$ cat config.mk
export PLATFORM = sky130hd
export DESIGN_NAME = pin_event_tracker
export DESIGN_NICKNAME = d
export VERILOG_FILES = /design/src/rtl/pev_pkg.sv /design/src/rtl/pev_detect.sv /design/src/rtl/pev_flag.sv /design/src/rtl/pin_event_tracker.sv
export SDC_FILE = /design/constraint.sdc
export NUM_CORES = 1
export LEC_CHECK = 0
export ABC_CLOCK_PERIOD_IN_PS = 2850
export BUFFER_PORTS_ARGS = -buffer_cell sky130_fd_sc_hd__buf_4
export CAP_MARGIN = 30
export CORE_UTILIZATION = 30
export CTS_CLUSTER_SIZE = 8
export DETAILED_ROUTE_END_ITERATION = 12
export GPL_ROUTABILITY_DRIVEN = 0
export MAX_ROUTING_LAYER = met4
export PLACE_DENSITY = 0.61
export SLEW_MARGIN = 20
export SYNTH_ARGS = -nofsm -noshare
export SYNTH_HDL_FRONTEND = slang
export SYNTH_SLANG_ARGS = --single-unit
$ cat constraint.sdc
create_clock -name clk -period 2.85 [get_ports clk]
set_input_delay 0.57 -clock clk [delete_from_list [all_inputs] [get_ports clk]]
set_output_delay 0.57 -clock clk [all_outputs]
set_load 0.005 [all_outputs]
$ cat src/rtl/pev_pkg.sv
package pev_pkg;
  localparam int MODE_W = 3;

  typedef enum logic [MODE_W-1:0] {
    MODE_OFF  = 3'd0,
    MODE_RISE = 3'd1,
    MODE_FALL = 3'd2,
    MODE_ANY  = 3'd3,
    MODE_LOW  = 3'd4,
    MODE_HIGH = 3'd5,
    MODE_RSV6 = 3'd6,
    MODE_RSV7 = 3'd7
  } pev_mode_e;
endpackage

$ cat src/rtl/pev_detect.sv
module pev_detect
  import pev_pkg::*;
#(
  parameter int NUM_LINES = 64,
  parameter int SEL_W     = $clog2(NUM_LINES),
  parameter int CFG_W     = MODE_W + SEL_W
) (
  input  logic                 clk,
  input  logic                 rst_n,
  input  logic [NUM_LINES-1:0] lines,
  input  logic                 cfg_we,
  input  logic [CFG_W-1:0]     cfg_word,
  output logic [CFG_W-1:0]     cfg_q,
  output logic                 hit
);
  logic [CFG_W-1:0] cfg_d;
  logic [SEL_W-1:0] cur_sel;
  logic [SEL_W-1:0] nxt_sel;
  logic             smp_now;
  logic             prev_q;
  logic             prev_d;
  pev_mode_e        mode;

  // Next-state logic: the previous sample always follows the line that
  // will be selected after this edge, so a line switch brings no false edge.
  always_comb begin
    cfg_d   = cfg_we ? cfg_word : cfg_q;
    cur_sel = cfg_q[SEL_W-1:0];
    nxt_sel = cfg_d[SEL_W-1:0];
    smp_now = lines[cur_sel];
    prev_d  = lines[nxt_sel];
    mode    = pev_mode_e'(cfg_q[CFG_W-1:SEL_W]);
  end

  always_comb begin
    case (mode)
      MODE_RISE: hit = smp_now & ~prev_q;
      MODE_FALL: hit = ~smp_now & prev_q;
      MODE_ANY:  hit = smp_now ^ prev_q;
      MODE_LOW:  hit = ~smp_now;
      MODE_HIGH: hit = smp_now;
      default:   hit = 1'b0;
    endcase
  end

  // Registers: the setting has an explicit enable, the sample loads every cycle.
  always_ff @(posedge clk or negedge rst_n) begin
    if (!rst_n) begin
      cfg_q <= '0;
    end else if (cfg_we) begin
      cfg_q <= cfg_word;
    end
  end

  always_ff @(posedge clk or negedge rst_n) begin
    if (!rst_n) begin
      prev_q <= 1'b0;
    end else begin
      prev_q <= prev_d;
    end
  end
endmodule

$ cat src/rtl/pev_flag.sv
module pev_flag (
  input  logic clk,
  input  logic rst_n,
  input  logic hit,
  input  logic poll_req,
  input  logic wait_req,
  input  logic cfg_rewrite,
  output logic flag_q,
  output logic poll_hit,
  output logic wait_stall,
  output logic wait_done
);
  logic clr;
  logic flag_d;

  always_comb begin
    poll_hit   = poll_req & flag_q;
    wait_done  = wait_req & flag_q;
    wait_stall = wait_req & ~flag_q;
    clr        = poll_req | wait_done | cfg_rewrite;
    // Set takes priority over any clear in the same cycle.
    flag_d     = hit | (flag_q & ~clr);
  end

  always_ff @(posedge clk or negedge rst_n) begin
    if (!rst_n) begin
      flag_q <= 1'b0;
    end else begin
      flag_q <= flag_d;
    end
  end
endmodule

$ cat src/rtl/pin_event_tracker.sv
module pin_event_tracker
  import pev_pkg::*;
#(
  parameter int NUM_LINES = 64,
  localparam int SEL_W    = $clog2(NUM_LINES),
  localparam int CFG_W    = MODE_W + SEL_W
) (
  input  logic                 clk,
  input  logic                 rst_n,
  input  logic [NUM_LINES-1:0] in_lines,
  input  logic                 cfg_we,
  input  logic [CFG_W-1:0]     cfg_word,
  input  logic                 poll_req,
  output logic                 poll_hit,
  input  logic                 wait_req,
  output logic                 wait_stall,
  output logic                 wait_done
);
  logic [CFG_W-1:0] cfg_q;
  logic             evt_hit;
  logic             flag_q;
  logic             cfg_rewrite;

  assign cfg_rewrite = cfg_we & (cfg_word == cfg_q);

  pev_detect #(
    .NUM_LINES (NUM_LINES),
    .SEL_W     (SEL_W),
    .CFG_W     (CFG_W)
  ) u_det (
    .clk      (clk),
    .rst_n    (rst_n),
    .lines    (in_lines),
    .cfg_we   (cfg_we),
    .cfg_word (cfg_word),
    .cfg_q    (cfg_q),
    .hit      (evt_hit)
  );

  pev_flag u_flag (
    .clk         (clk),
    .rst_n       (rst_n),
    .hit         (evt_hit),
    .poll_req    (poll_req),
    .wait_req    (wait_req),
    .cfg_rewrite (cfg_rewrite),
    .flag_q      (flag_q),
    .poll_hit    (poll_hit),
    .wait_stall  (wait_stall),
    .wait_done   (wait_done)
  );
endmodule

## Yosys cells after proc, flatten, opt, wreduce, memory -nomap -nowiden

Cells that the tools add are included.

| word-level totals | value |
|---|---|
| input bits | 78 |
| memory bits (read-only) | 0 |
| word-level logic and storage cells | 33 |
| memories | 0 |
| register bits after elaboration | 11 |
| output and inout bits | 3 |
| RAM bits | 0 |
| latch bits | 0 |

| operators by class | value |
|---|---|
| shifts and indexed selects | 0 |
| bitwise logic cells | 15 |
| multiplexer cells | 6 |
| add/sub/neg operators | 0 |
| multiply operators | 0 |
| reduce and logical (&&, ||, !) cells | 0 |
| order comparisons | 2 |
| equality and inequality tests | 6 |
| divide/modulo/power cells | 0 |

Operators with widths:

| kind | count |
|---|---|
| $lt 6x7->1 const B | 2 |
| $bmux 1 s6 | 2 |
| $eq 9x9->1 | 1 |
| $and 1x1->1 | 7 |
| $eq 3x2->1 const B | 2 |
| $eq 3x3->1 const B | 2 |
| $mux 6 | 1 |
| $pmux 1 s5 | 1 |
| $not 1->1 | 4 |
| $eq 3x1->1 const B | 1 |
| $or 1x1->1 | 3 |
| $mux 1 | 2 |
| $xor 1x1->1 | 1 |

## Logic depth before layout (Yosys ltp)

| logic depth | value |
|---|---|
| depth after elaboration | 6 |
| depth in mapped cells | 15 |
| gate-level depth less buffers | 13 |

## Modules after synthesis

A second synthesis with hierarchy kept.

| unflattened totals | value |
|---|---|
| cells, all modules | 300 |
| area, all modules | 2,488.6 sq um |

By module, submodules not included:

| module | cells an instance | seq. area each (sq um) | instances | area an instance (sq um) |
|---|---|---|---|---|
| pev_detect | 281 | 250.2 | 1 | 2,323.5 |
| pin_event_tracker | 13 | 0.0 | 1 | 105.1 |
| pev_flag | 6 | 25.0 | 1 | 60.1 |

## Least setup slack after synthesis

No wires, ideal clock.

| path | value |
|---|---|
| kind | input to register |
| start | input in_lines[1] |
| end | register u_flag.flag_q |
| library setup time | 0.126 ns |
| data arrival time | 2.703 ns |
| required time | 2.724 ns |
| stages on the path | 13 |
| path slack | 0.022 ns |
| buffers on the path | 0 |
| cell sequence | mux4_1 -> and2b_1 -> a211oi_2 -> o221ai_2 -> a21oi_1 -> inv_1 -> ha_1 -> nand2_1 -> o211ai_1 -> a21oi_1 -> a31o_2 -> a221oi_1 -> nand2_1 |

| between the ends | value |
|---|---|
| longest elaborated chain between the ends | 6 |
| elaborated cells between the ends (all ways) | 8 |
| those cells by class | mux: 3; bitwise: 5 |

RTL lines:

| what | line | text |
|---|---|---|
| start: declaration | pin_event_tracker.sv:10 | `input logic [NUM_LINES-1:0] in_lines,` |
| $bmux 1 s6 (*) | pev_detect.sv:30 | `smp_now = lines[cur_sel];` |
| $mux 1 (not written as such) (*) | pev_detect.sv:30 |  |
| $not 1->1 | pev_detect.sv:38, pev_detect.sv:40 |  |
| $and 1x1->1 | pev_detect.sv:38 | `MODE_FALL: hit = ~smp_now & prev_q;` |
| $pmux 1 s5 (*) | pev_detect.sv:36 | `case (mode)` |
| $or 1x1->1 (*) | pev_flag.sv:22 | `flag_d = hit \| (flag_q & ~clr);` |
| named net u_flag.flag_d | pev_flag.sv:14 | `logic flag_d;` |
| end signal: assignment | pev_flag.sv:29 | `flag_q <= flag_d;` |
| end: declaration | pev_flag.sv:8 | `output logic flag_q,` |

The timed path passes the listed nets; every way through them passes the cells marked *. The select of a mux whose other input is x is not followed.
A chain may end at the register's enable or synchronous reset.

## Worst setup path after layout

| path | value |
|---|---|
| start | register u_det.cfg_q[0] |
| end | register u_flag.flag_q |

| between the ends | value |
|---|---|
| longest elaborated chain between the ends | 6 |
| elaborated cells between the ends (all ways) | 13 |
| those cells by class | eq/ne: 1; mux: 3; bitwise: 9 |

RTL lines:

| what | line | text |
|---|---|---|
| start: declaration | pev_detect.sv:13 | `output logic [CFG_W-1:0] cfg_q,` |
| start signal: assignment | pev_detect.sv:51 | `cfg_q <= cfg_word;` |
| $bmux 1 s6 or $eq 9x9->1 (tied branches) | pev_detect.sv:30, pin_event_tracker.sv:24 |  |
| $mux 1 (not written as such) or $and 1x1->1 (tied branches) | pev_detect.sv:30, pin_event_tracker.sv:24 |  |
| $not 1->1 or $or 1x1->1 (tied branches) | pev_detect.sv:38, pev_detect.sv:40, pev_flag.sv:20 |  |
| $and 1x1->1 or $not 1->1 (tied branches) | pev_detect.sv:38, pev_flag.sv:22 |  |
| $pmux 1 s5 or $and 1x1->1 (tied branches) | pev_detect.sv:36, pev_flag.sv:22 |  |
| $or 1x1->1 (*) | pev_flag.sv:22 |  |
| named net u_flag.flag_d | pev_flag.sv:14 |  |

Marked as above.

==> qor.yml <==
worstPathMaxFanout: 6
cts_root_buf: "clkbuf_8"
syn_avg_cell_area_um2: 9.61
overflow: 0
clkSinkCount: 11
hold_buffers: 0
vias: 2008
synth_cell_types: 50
cp.arrival_ps: 2970
grt_pass1_wl_um: 10300
hold_violations: 0
yosys-top-cells-area: "mux4_1 (15%), dfrtp_1 (14%), mux2i_1 (10%)"
cts_buffers: 3
hold_slack_ps: 154
fillCellCount: 641
power_density_mw_per_mm2: 336
port_buffers: 80
worst_pin_slew_ps: 468
synth_ff_type: "dfrtp_1"
antenna_left: 0
h-tree-depth: 1
critPathKind: "reg2reg"
grt_pass1_vias: 2111
wl_per_cell_um: 16.9
grt_max_degree: 23
synth_top_cell_area_share_pct: 14.6
period_minus_slack_ps: 2850
start_util_pct: 31.2
dpl_worst_slack_ps: -281
die_h_um: 83.2
n_antenna_cell: 0
yosys_warnings: 0
status: "completed"
synth_area_leader_cell: "mux4_1"
synth.most_common_cell: "mux2i_1"
synth-seq-cells: 11
cp_data_required_time_ps: 2970
synth_edf_count: 0
drt-initial-drc-count: 129
core_mm2: 0.00635
dpl.cell_count: 367
tns_ps: 0
vias_per_cell: 5.38
drcViolationCount: 0
relSlewSlack_pct: 68.8
vdd.ir_drop.worst_v: 0.000175
cap_violations: 0
synth-async-reset-ratio_pct: 100
finalNonFillerCells: 373
ios: 81
syn_area_mm2: 0.00198
fp.dieW_um: 83.2
drive_gt1_share_pct: 46.6
layout.nets: 377
cts_tree: "done"
rsz0062_at_grt: "yes"
synth.net_count: 286
area_delta_synth_final_pct: 39.3
worst_hold_path_type: "in2async"
firstDrtPassIters: 5
clk_pin_slew_ps: 50
final-max-slew-violation-count: 0
clock.fmax_mhz: 351
synth_commonest_cells: "mux2i_1 (20), a21oi_1 (19), inv_1 (18), nand2_1 (16)"
leakage_nw: 1.30
row_count: 29
endpoint_kind: "flop"
netlist_instances: 206
die-area_mm2: 0.00693
ys_seq_area_share_pct: 13.9
antenna_found_initial: 0
start_kind: "flop"
cts_buffer_depth: 2
place_hpwl_um: 5150
track_usage_pct: 18.9
wirelength_um: 6290
period_share_pct: 100
setup_slack_ps: 0.705
fin_worst_skew_ps: 0.362
clock_latency_ps: 240
setup_viol_count_final: 0
==> routing by layer <==
layer / global-route usage (%) / part of all wire (%) / routed length [um]
met5: - / 0 / 0
met4: 2.35 / 0.29 / 18
met3: 2.29 / 5.3 / 336
met2: 32.3 / 50 / 3140
met1: 24.7 / 44 / 2790
==> metrics by stage <==
step | util [%] | instance area (um^2) | power (mW)
finish | 43.4 | 2760 | 0.928
global route | 43.4 | 2760 | 0.996
CTS | 43.4 | 2760 | 0.930
detailed placement | 42.5 | 2700 | 0.742
global placement | 42.5 | 2700 | 0.735
floorplan | - | 1980 | 0.538
==> cells in the final DEF (no fill, tap or decap), types with 2 or more instances in the layout <==
| cell | count |
|---|---|
| mux4_1 | 2 |
| a21o_1 | 4 |
| o32ai_1 | 4 |
| nor2_1 | 4 |
| o21ai_0 | 8 |
| ha_1 | 2 |
| mux2_1 | 2 |
| inv_1 | 18 |
| clkbuf_8 | 3 |
| a31oi_1 | 2 |
| mux4_2 | 17 |
| mux2i_1 | 20 |
| a221oi_1 | 4 |
| inv_2 | 3 |
| mux2_4 | 2 |
| a32oi_1 | 2 |
| o22ai_1 | 4 |
| a21oi_1 | 18 |
| nand2_1 | 16 |
| mux2_2 | 3 |
| buf_4 | 97 |
| nor2b_1 | 4 |
| nand3_1 | 3 |
| nand2b_1 | 4 |
| nor4_1 | 2 |
| buf_6 | 2 |
| and2_1 | 3 |
| xor2_1 | 8 |
| dfrtp_1 | 10 |
| o21a_1 | 2 |
==> worst max-delay path, stage by stage, from the launching register on <==
cell and delay [ps]:
dfrtp_2 490, mux4_1 660, a211oi_2 270, o221ai_2 140
a21oi_2 160, inv_1 50, ha_1 270, nand2_1 50
o211ai_1 90, a21oi_1 90, a31o_2 220, a221oi_2 170
nand2_1 70
==> cells by family after synthesis <==
kind of cell / share of synthesized area (%)
mux: 38.9
compound gates: 22.6
flops: 13.9
xor+xnor: 3.98
buf+inv: 9.16
fa+ha+maj: 1.26
simple gates: 10.2
==> final cells by class <==
cell class / instances / area [um^2] / share of cell area [%]
multi-input cells: 161 / 1510 / 54.7
repair buffers: 99 / 751 / 27.2
flip-flops and latches: 11 / 277 / 10.0
well taps: 77 / 96.3 / 3.49
inverters: 21 / 78.8 / 2.86
clock buffers: 3 / 41.3 / 1.50
clock inverters: 1 / 5.00 / 0.181
==> flip-flops by register name, summed over array words and instances (netlist names) <==
name	cells
u_det.prev_q	1
u_det.cfg_q	9
u_flag.flag_q	1
==> worst paths after layout <==
kind / slack [ps] / cells after the start / to / start
max in group asynchronous: 2530 / 1 / u_det.cfg_q[0]$_DFF_PN0_ / rst_n
max reg2reg: 0.7 / 12 / u_flag.flag_q$_DFF_PN0_ / u_det.cfg_q[0]$_DFF_PN0_
min: 150 / 1 / u_det.cfg_q[8]$_DFFE_PN0P_ / rst_n
min in group clk: 570 / 3 / u_det.cfg_q[6]$_DFFE_PN0P_ / cfg_word[6]
min reg2reg: 600 / 1 / u_det.cfg_q[8]$_DFFE_PN0P_ / u_det.cfg_q[8]$_DFFE_PN0P_
max: 0.7 / 12 / u_flag.flag_q$_DFF_PN0_ / u_det.cfg_q[0]$_DFF_PN0_
==> where the power goes <==
group          leakage, nW  switching, mW  internal (mW)
clock               0.0255         0.0624         0.0963
combinational         1.15          0.248          0.310
sequential           0.130         0.0335          0.177
==> what timing repair did <==
action	in CTS	in global routing
setup endpoints to repair	1	1
buffers inserted	2	0
pin swaps	2	1
gates cloned	0	0
gates resized for setup	17	0
No activity file was read; power rests on OpenSTA's default activity.
